==> config.mk <==
export PLATFORM = sky130hd
export DESIGN_NAME = cmd_router
export DESIGN_NICKNAME = d
export VERILOG_FILES = /design/src/rtl/cmd_router_pkg.sv /design/src/rtl/cmd_router_fallback.sv /design/src/rtl/cmd_router_table.sv /design/src/rtl/cmd_router_ports.sv /design/src/rtl/cmd_router.sv
export SDC_FILE = /design/constraint.sdc
export NUM_CORES = 2
export LEC_CHECK = 0
export ABC_AREA = 0
export BUFFER_PORTS_ARGS = -buffer_cell sky130_fd_sc_hd__buf_2
export CAP_MARGIN = 0
export CELL_PAD_IN_SITES_DETAIL_PLACEMENT = 0
export CELL_PAD_IN_SITES_GLOBAL_PLACEMENT = 2
export CORE_MARGIN = 2
export CORE_UTILIZATION = 30
export CTS_BUF_LIST = sky130_fd_sc_hd__clkbuf_2
export CTS_CLUSTER_DIAMETER = 150
export DETAILED_ROUTE_END_ITERATION = 6
export HOLD_SLACK_MARGIN = 0.03
export PLACE_DENSITY = 0.67
export SLEW_MARGIN = 20
export SYNTH_ARGS = -nofsm -noshare
export SYNTH_HDL_FRONTEND = slang
export SYNTH_SLANG_ARGS = --single-unit
==> constraint.sdc <==
create_clock -name clk -period 2.5 [get_ports clk]
set_clock_uncertainty 0.1 [all_clocks]
set_input_delay 0.75 -clock clk [delete_from_list [all_inputs] [get_ports clk]]
set_output_delay 0.75 -clock clk [all_outputs]
set_load 0.02 [all_outputs]
==> src/rtl/cmd_router_pkg.sv <==
package cmd_router_pkg;

    localparam int UNIT_W = 12;
    localparam int SUB_W  = 12;
    localparam int CMD_W  = 3;
    localparam int SEL_W  = SUB_W + CMD_W;

    // built-in units; user units start above them
    localparam logic [UNIT_W-1:0] UNIT_NONE  = 12'd0;
    localparam logic [UNIT_W-1:0] UNIT_ZERO  = 12'd1;
    localparam logic [UNIT_W-1:0] UNIT_ONES  = 12'd2;
    localparam logic [UNIT_W-1:0] UNIT_FIRST = 12'd3;

    typedef enum logic [1:0] {
        CAUSE_NONE    = 2'd0,
        CAUSE_ILLEGAL = 2'd1,
        CAUSE_CFGERR  = 2'd2
    } cause_e;

    typedef enum logic [1:0] {
        ST_IDLE  = 2'd0,
        ST_ISSUE = 2'd1,
        ST_WAIT  = 2'd2,
        ST_RESP  = 2'd3
    } state_e;

endpackage

==> src/rtl/cmd_router_fallback.sv <==
module cmd_router_fallback
    import cmd_router_pkg::*;
#(
    parameter int XLEN = 64
) (
    input  logic [UNIT_W-1:0] unit,
    output logic              hit,
    output logic [XLEN-1:0]   data
);

    always_comb begin
        hit  = (unit == UNIT_ZERO) || (unit == UNIT_ONES);
        data = (unit == UNIT_ONES) ? {XLEN{1'b1}} : '0;
    end

endmodule

==> src/rtl/cmd_router_table.sv <==
module cmd_router_table
    import cmd_router_pkg::*;
#(
    parameter int NUNITS = 64,
    parameter int PW     = 2
) (
    input  logic              clk,
    input  logic              rst_n,
    input  logic              wr_en,
    input  logic [UNIT_W-1:0] wr_unit,
    input  logic              wr_map,
    input  logic [PW-1:0]     wr_port,
    input  logic [SUB_W-1:0]  wr_sub,
    input  logic [UNIT_W-1:0] rd_unit,
    output logic              rd_hit,
    output logic [PW-1:0]     rd_port,
    output logic [SUB_W-1:0]  rd_sub
);

    localparam int IW = (NUNITS > 1) ? $clog2(NUNITS) : 1;

    typedef struct packed {
        logic             map;
        logic [PW-1:0]    port;
        logic [SUB_W-1:0] sub;
    } entry_t;

    entry_t tbl_q [NUNITS];
    entry_t tbl_d [NUNITS];
    logic   wr_ok;
    logic   rd_in_range;
    entry_t rd_ent;

    always_comb begin
        tbl_d = tbl_q;
        wr_ok = wr_en && (wr_unit >= UNIT_FIRST) && (32'(wr_unit) < NUNITS);
        if (wr_ok) begin
            tbl_d[wr_unit[IW-1:0]] = '{map: wr_map, port: wr_port, sub: wr_sub};
        end
    end

    always_ff @(posedge clk or negedge rst_n) begin
        if (!rst_n) begin
            for (int i = 0; i < NUNITS; i++) begin
                tbl_q[i] <= '0;
            end
        end else begin
            tbl_q <= tbl_d;
        end
    end

    always_comb begin
        rd_in_range = 32'(rd_unit) < NUNITS;
        rd_ent      = tbl_q[rd_unit[IW-1:0]];
        rd_hit      = rd_in_range && rd_ent.map;
        rd_port     = rd_ent.port;
        rd_sub      = rd_ent.sub;
    end

endmodule

==> src/rtl/cmd_router_ports.sv <==
module cmd_router_ports
    import cmd_router_pkg::*;
#(
    parameter int NPORTS = 4,
    parameter int XLEN   = 64,
    parameter int PW     = 2
) (
    input  logic                     issue,
    input  logic                     listen,
    input  logic [PW-1:0]            port,
    input  logic [SEL_W-1:0]         sel,
    input  logic [XLEN-1:0]          op1,
    input  logic [XLEN-1:0]          op2,
    output logic [NPORTS-1:0]        dev_valid,
    input  logic [NPORTS-1:0]        dev_ready,
    output logic [NPORTS*SEL_W-1:0]  dev_sel,
    output logic [NPORTS*XLEN-1:0]   dev_op1,
    output logic [NPORTS*XLEN-1:0]   dev_op2,
    input  logic [NPORTS-1:0]        dev_rvalid,
    input  logic [NPORTS*XLEN-1:0]   dev_rdata,
    input  logic [NPORTS-1:0]        dev_rerr,
    output logic                     pick_ready,
    output logic                     pick_rvalid,
    output logic [XLEN-1:0]          pick_rdata,
    output logic                     pick_rerr
);

    for (genvar i = 0; i < NPORTS; i++) begin : g_port
        assign dev_valid[i]                 = issue && (port == PW'(i));
        assign dev_sel[i*SEL_W +: SEL_W]    = sel;
        assign dev_op1[i*XLEN +: XLEN]      = op1;
        assign dev_op2[i*XLEN +: XLEN]      = op2;
    end

    always_comb begin
        pick_ready  = 1'b0;
        pick_rvalid = 1'b0;
        pick_rdata  = '0;
        pick_rerr   = 1'b0;
        for (int i = 0; i < NPORTS; i++) begin
            if (port == PW'(i)) begin
                pick_ready  = issue && dev_ready[i];
                pick_rvalid = listen && dev_rvalid[i];
                pick_rdata  = dev_rdata[i*XLEN +: XLEN];
                pick_rerr   = dev_rerr[i];
            end
        end
    end

endmodule

==> src/rtl/cmd_router.sv <==
module cmd_router
    import cmd_router_pkg::*;
#(
    parameter int XLEN   = 64,
    parameter int NPORTS = 4,
    parameter int NUNITS = 64,
    parameter int PW     = (NPORTS > 1) ? $clog2(NPORTS) : 1
) (
    input  logic                     clk,
    input  logic                     rst_n,
    input  logic                     req_valid,
    output logic                     req_ready,
    input  logic [2:0]               req_cmd,
    input  logic [XLEN-1:0]          req_op1,
    input  logic [XLEN-1:0]          req_op2,
    output logic                     rsp_valid,
    output logic [XLEN-1:0]          rsp_data,
    output logic                     rsp_trap,
    output logic [1:0]               rsp_cause,
    input  logic                     cfg_we,
    input  logic [11:0]              cfg_unit,
    input  logic                     cfg_map,
    input  logic [PW-1:0]            cfg_port,
    input  logic [11:0]              cfg_sub,
    output logic [NPORTS-1:0]        dev_valid,
    input  logic [NPORTS-1:0]        dev_ready,
    output logic [NPORTS*15-1:0]     dev_sel,
    output logic [NPORTS*XLEN-1:0]   dev_op1,
    output logic [NPORTS*XLEN-1:0]   dev_op2,
    input  logic [NPORTS-1:0]        dev_rvalid,
    input  logic [NPORTS*XLEN-1:0]   dev_rdata,
    input  logic [NPORTS-1:0]        dev_rerr
);

    typedef struct packed {
        state_e           state;
        logic [PW-1:0]    port;
        logic [SEL_W-1:0] sel;
        logic [XLEN-1:0]  op1;
        logic [XLEN-1:0]  op2;
        logic [XLEN-1:0]  data;
        logic             trap;
        cause_e           cause;
    } ctx_t;

    ctx_t ctx_d, ctx_q;

    logic [UNIT_W-1:0] unit;
    logic              fb_hit;
    logic [XLEN-1:0]   fb_data;
    logic              tb_hit;
    logic [PW-1:0]     tb_port;
    logic [SUB_W-1:0]  tb_sub;
    logic              pick_ready;
    logic              pick_rvalid;
    logic [XLEN-1:0]   pick_rdata;
    logic              pick_rerr;

    assign unit = req_op1[UNIT_W-1:0];

    cmd_router_fallback #(.XLEN(XLEN)) u_fallback (
        .unit (unit),
        .hit  (fb_hit),
        .data (fb_data)
    );

    cmd_router_table #(.NUNITS(NUNITS), .PW(PW)) u_table (
        .clk     (clk),
        .rst_n   (rst_n),
        .wr_en   (cfg_we),
        .wr_unit (cfg_unit),
        .wr_map  (cfg_map),
        .wr_port (cfg_port),
        .wr_sub  (cfg_sub),
        .rd_unit (unit),
        .rd_hit  (tb_hit),
        .rd_port (tb_port),
        .rd_sub  (tb_sub)
    );

    cmd_router_ports #(.NPORTS(NPORTS), .XLEN(XLEN), .PW(PW)) u_ports (
        .issue       (ctx_q.state == ST_ISSUE),
        .listen      (ctx_q.state == ST_WAIT),
        .port        (ctx_q.port),
        .sel         (ctx_q.sel),
        .op1         (ctx_q.op1),
        .op2         (ctx_q.op2),
        .dev_valid   (dev_valid),
        .dev_ready   (dev_ready),
        .dev_sel     (dev_sel),
        .dev_op1     (dev_op1),
        .dev_op2     (dev_op2),
        .dev_rvalid  (dev_rvalid),
        .dev_rdata   (dev_rdata),
        .dev_rerr    (dev_rerr),
        .pick_ready  (pick_ready),
        .pick_rvalid (pick_rvalid),
        .pick_rdata  (pick_rdata),
        .pick_rerr   (pick_rerr)
    );

    always_comb begin
        ctx_d = ctx_q;
        unique case (ctx_q.state)
            ST_IDLE: begin
                if (req_valid) begin
                    ctx_d.op1   = req_op1;
                    ctx_d.op2   = req_op2;
                    ctx_d.data  = '0;
                    ctx_d.trap  = 1'b0;
                    ctx_d.cause = CAUSE_NONE;
                    if (fb_hit) begin
                        ctx_d.data  = fb_data;
                        ctx_d.state = ST_RESP;
                    end else if (tb_hit) begin
                        ctx_d.port  = tb_port;
                        ctx_d.sel   = {req_cmd, tb_sub};
                        ctx_d.state = ST_ISSUE;
                    end else begin
                        ctx_d.trap  = 1'b1;
                        ctx_d.cause = CAUSE_ILLEGAL;
                        ctx_d.state = ST_RESP;
                    end
                end
            end
            ST_ISSUE: begin
                if (pick_ready) begin
                    ctx_d.state = ST_WAIT;
                end
            end
            ST_WAIT: begin
                if (pick_rvalid) begin
                    if (pick_rerr) begin
                        ctx_d.trap  = 1'b1;
                        ctx_d.cause = CAUSE_CFGERR;
                        ctx_d.data  = '0;
                    end else begin
                        ctx_d.data  = pick_rdata;
                    end
                    ctx_d.state = ST_RESP;
                end
            end
            default: begin
                ctx_d.state = ST_IDLE;
            end
        endcase
    end

    always_ff @(posedge clk or negedge rst_n) begin
        if (!rst_n) begin
            ctx_q <= '{state: ST_IDLE, cause: CAUSE_NONE, default: '0};
        end else begin
            ctx_q <= ctx_d;
        end
    end

    assign req_ready = (ctx_q.state == ST_IDLE);
    assign rsp_valid = (ctx_q.state == ST_RESP);
    assign rsp_data  = ctx_q.data;
    assign rsp_trap  = ctx_q.trap;
    assign rsp_cause = ctx_q.cause;

endmodule

# After elaboration in Yosys (flattened, before gate mapping)
# Cells that the tools add are included.
# totals
inputBits	430
wordCells	284
register_bits	1174
# op_classes
eq_ne	12
reduce_logical	25
order_cmp	6
bitwise_logic	3
n_mux	38
# op_table
cell	count
960-bit bitwise mux	1
64-bit 2-to-1 mux	7
214-bit 2-to-1 mux	1
67-bit one-hot mux with 2 select lines	1
15-bit binary-select mux with 6-bit select	1
15-bit demux with 6-bit select	1
67-bit 2-to-1 mux	1
15-bit 2-to-1 mux	3
17-bit 2-to-1 mux	2
12-bit by 7-bit < comparator with 1-bit output, second input constant	2
1-bit logical AND	16
7-bit >= comparator, second input constant	2
6-bit NOT with 7-bit output	2
12-bit by 1-bit == test with 1-bit output, second input constant	1
12-bit by 2-bit == test with 1-bit output, second input constant	1
12-bit by 2-bit >= comparator with 1-bit output, second input constant	1
1-bit 2-to-1 mux	12
3-bit 2-to-1 mux	3
2-bit == test, second input constant	4
2-bit 2-to-1 mux	4
2-bit != test, second input constant	4
4-bit AND reduction	2
7-bit by 1-bit < comparator with 1-bit output, second input constant	1
2-bit one-hot mux with 3 select lines	1
other kinds (7)	10

# Logic depth before layout (Yosys ltp)
# logic_depth
ltp_word	9
ltp_mapped	10
mapped_depth_nobuf	7

# Hierarchy
# A second synthesis with hierarchy kept.
# hier_totals
cells_unflattened	4093
area_unflattened_um2	59570.9
# by_module_without_submodules
module	area_per_inst_um2	n_inst	seq_area_each_um2	cells_each
cmd_router_table	43427.9	1	24023.0	2737
cmd_router	9585.4	1	5355.1	621
cmd_router_ports	6027.0	1	0.0	665
cmd_router_fallback	530.5	1	0.0	70

# Worst setup path before layout
# No wires, ideal clock.
# synth_timing
kind	input -> register
from	in req_op1[1]
to	reg ctx_q[200] (netlist bit)
arrival_time_ns	2.931
t_required_ns	2.275
n_path_buf	5
path_slack_ns	-0.656
cell_stages	9
cell_sequence	buf_4 buf_4 buf_2 buf_1 buf_1 mux4_2 a221oi_1 o221ai_1 mux2_4
# synth_via
elab_chain_cells	6
word_cells_on_any_way	11
cone_classes	order compare: 1; eq/ne: 2; mux: 3; bitwise: 2; reduce/logical: 3
# synth_rtl
element	line	source
start, declared	cmd_router.sv:14	input logic [XLEN-1:0] req_op1,
6-bit NOT with 7-bit output (implied by the code)	cmd_router_table.sv:54	rd_ent = tbl_q[rd_unit[IW-1:0]];
15-bit binary-select mux with 6-bit select	cmd_router_table.sv:54	
15-bit 2-to-1 mux (implied by the code) (2 in a row)	cmd_router_table.sv:54	
1-bit logical AND	cmd_router_table.sv:55	rd_hit = rd_in_range && rd_ent.map;
4-bit AND reduction (no source line)	-	
end signal, assigned	cmd_router.sv:153	ctx_q <= ctx_d;
end, declared	cmd_router.sv:46	ctx_t ctx_d, ctx_q;
# Parallel ways exist; a longest one is shown, timed or not. The select of a mux whose other input is x is not followed.
# A chain may end at the register's enable or synchronous reset.

# Worst setup path after layout
# layout_timing
from	reg ctx_q[213] (netlist bit)
to	out dev_valid[3]
# layout_via
elab_chain_cells	2
# layout_rtl
element	line	source
2-bit by 1-bit == test with 1-bit output	cmd_router.sv:82	.issue (ctx_q.state == ST_ISSUE),
1-bit logical AND	cmd_router_ports.sv:29	assign dev_valid[i] = issue && (port == PW'(i));
end, declared	cmd_router.sv:25	output logic [NPORTS-1:0] dev_valid,
# Every way passes these cells.

==> flow_summary.toml <==
[layout]
register_area_mm2 = 0.0297
final_cells = 8544
fin_nets = 6225
multi_input_area_mm2 = 0.0231
syn_to_final_growth_pct = 41.5
drive_gt1_frac = 0.601
fin_area_mm2 = 0.0816
fillers = 17600

[critical_path]
crit_arrival_ns = 2.85
startpoint_type = "flop"
path_max_fanout = 2
r2r_cells = 9
cp-end-kind = "output pin"
cpPeakStageDelay_ns = 0.40
crit_slowest_cell = "dfrtp_1"
critical_path_class = "flop to output pin"
r2r_end = "ctx_q[201]"
required_ns = 1.65
crit_chain = "inv_2, ha_4, buf_8, and3_4, buf_6"
rrSetupSlack_ns = -0.17
r2r_start = "u_table.tbl_q[494]"

[routing]
drtAntennaViolNets = 0
drt_iter0_markers = 3276
viasPerCell = 4.97
post-route-drc-count = 0
dr.pass1.iters = 5
wirelength_mm = 248
routedWlPerCell_um = 29.0
vias = 42500

[min_path]
min_to = "u_table.tbl_q[909]"
holdPathStages = 10
hp-start = "cfg_unit[10]"
hold_class = "primary input to flop"

[clock_network]
clockBufferDepth = 4
cts_buffers = 337
cts_num_sinks = 1174
clk_pin_slew_ns = 0.11
cts_tree = "yes"
h-tree-depth = 5
root_buffer = "clkbuf_2"
clock_latency_ns = 1.73

[timing]
slew_headroom = 0.197
finalSetupTns_ns = -491.98
period_minus_slack_ns = 3.70
setup_violations = 741
finalMaxSlewViolations = 0
hold_viol_final = 0
rsz0062_at_grt = "true"
worst_pin_slew_ns = 1.20
fmax_mhz = 270
fin_ws_ns = -1.20
timing.final.crit_share = 1.48

[flow_run]
maxCapViolCount = 0

[die]
design.core.area_mm2 = 0.191
die_x_um = 442
rows = 160
io_pins = 1075
chipHeight_um = 442
start_util = 0.303
die-area_mm2 = 0.196

[pwr]
leakage_nw = 38.8
p_per_area_mw_per_mm2 = 795
ir_drop_v = 0.000612
power_mw = 64.9

[logic_synthesis]
ys_async_sr_fraction = 1.00
syn_area_mm2 = 0.0577
yosys_warnings = 0
syn_inst = 4082
ys_ff_latch = 1174
synth.area.top_cells = "dfrtp_1 (51%), mux2_2 (21%), mux4_2 (12%), buf_4 (8.3%), clkbuf_1 (1.5%)"
ys_types = 48
yosysTopAreaCellShare = 0.510
synth_edf_count = 0
avgSynthCellArea_um2 = 14.1
synth_top_area_cell = "dfrtp_1"
synthFlopType = "dfrtp_1"
yosysSeqAreaShare = 0.510
synth_fp_nets = 4517

[place]
placed_area_mm2 = 0.0655
dp_hpwl_mm = 178
dp_cells = 7075
port_buffers = 1074
dp_worst_setup_slack_ns = -1.06
gp_congestion = 1.00

[status]
violations = "negative setup slack"
status = "finished with violations"

[grt]
grt_pass1_wl_mm = 347
grt_antenna_before_repair = 64
grt.overflow.total = 0
gr-usage-all-layers = 0.250
grt_max_degree = 104
grt_pass1_vias = 44200
## critical path, delay by kind of cell, from the launching register on
kind                       cells  cell delay (ns)
adders and majority gates      1             0.16
buffers and inverters          3             0.35
DFF                            1             0.40
and+or+nand+nor                1             0.19
## final cells by class
cell class,instances,area share
flip-flops and latches,1174,0.363
multi-input cells,1911,0.283
repair buffers,2359,0.280
well taps,2511,0.0385
clock buffers,466,0.0286
clock inverters,81,0.00495
diodes,35,0.00107
inverters,7,0.000353
## where the power goes
| group | internal (mW) | total (mW) | switching, mW |
|---|---|---|---|
| registers | 20.9 | 25.9 | 5.03 |
| logic | 12.8 | 25.2 | 12.4 |
| clock network | 5.27 | 13.8 | 8.48 |
| total | 38.9 | 64.9 | 25.9 |
## stage by stage
stage	utilization	hold WS, ns
after global routing	0.428	0.0270
after floorplan	-	0.324
after CTS	0.426	0.0313
final	0.428	0.164
after global placement	0.343	0.260
after detailed placement	0.343	0.262
## worst max-delay path by stage
stage	cells after the start	slack, ns	startpoint	to
after detailed placement	10	-1.06	req_op1[1]	ctx_q[199]
after floorplan	9	-0.54	req_op1[1]	ctx_q[200]
after global routing	5	-1.41	ctx_q[213]	dev_valid[1]
after CTS	6	-1.50	ctx_q[213]	dev_valid[1]
final	5	-1.20	ctx_q[213]	dev_valid[3]
after global placement	10	-1.09	req_op1[1]	ctx_q[209]
## kinds of logic after synthesis
group,count (synthesis),share of synthesized area
compound gates,290,0.0335
xor+xnor,1,0.000152
fa+ha+maj,5,0.00108
buf+inv,997,0.109
flops,1174,0.510
mux,1389,0.330
simple gates,226,0.0169
## repair_timing
| item | in CTS | in global routing |
|---|---|---|
| setup endpoints to repair | 663 | 1014 |
| pin swaps | 5 | 10 |
| hold buffers | 844 | 4 |
| cloned | 2 | 0 |
| resized for setup | 1497 | 34 |
| buffers inserted | 19 | 21 |
| hold endpoints to repair | 2303 | 129 |
## layer usage
metal / GRT usage / vias up / routed length, um
met2: 0.367 / 1893 / 108000
met5: 0 / - / 67
met1: 0.358 / 22400 / 113000
met4: 0.0701 / 10 / 6960
li1: - / 17700 / -
met3: 0.0684 / 422 / 20200
## registers in the layout (all words and copies together) (netlist names)
signal         flops
rsp_cause          2
u_table.tbl_q    960
rsp_trap           1
rsp_data          64
ctx_q            147
## synth_stat cells, types with 2 or more instances
master	n
a21oi_1	69
mux2_4	10
buf_4	640
nand2_1	127
nor4b_1	2
a221oi_1	29
a22oi_1	72
and3_1	3
a22o_1	28
mux4_2	300
and2_1	5
ha_1	5
and3b_1	2
buf_1	36
mux2i_1	29
nor3_1	5
nand3_1	4
o21ai_0	69
o221ai_1	14
nor2b_1	8
buf_2	76
inv_1	7
mux2_2	1050
clkbuf_1	235
dfrtp_1	1174
nor2_1	54
nand3b_1	4
nor3b_1	4
buf_12	2
## cells in the final DEF, fill, tap and decap left out, drive strengths merged, types with 15 or more instances in the layout
cell type	netlist	layout
dfrtp	1174	1174
o21ai	69	69
a21oi	70	70
nor2	55	55
mux2i	29	29
nand2	127	127
mux2	1060	1060
a22o	28	28
a221oi	29	29
mux4	300	300
a22oi	72	72
buf	755	1515
diode	0	35
dlygate4sd3	0	844
clkinv	0	68
inv	7	15
clkbuf	235	466
(Power assumes the default switching activity.)
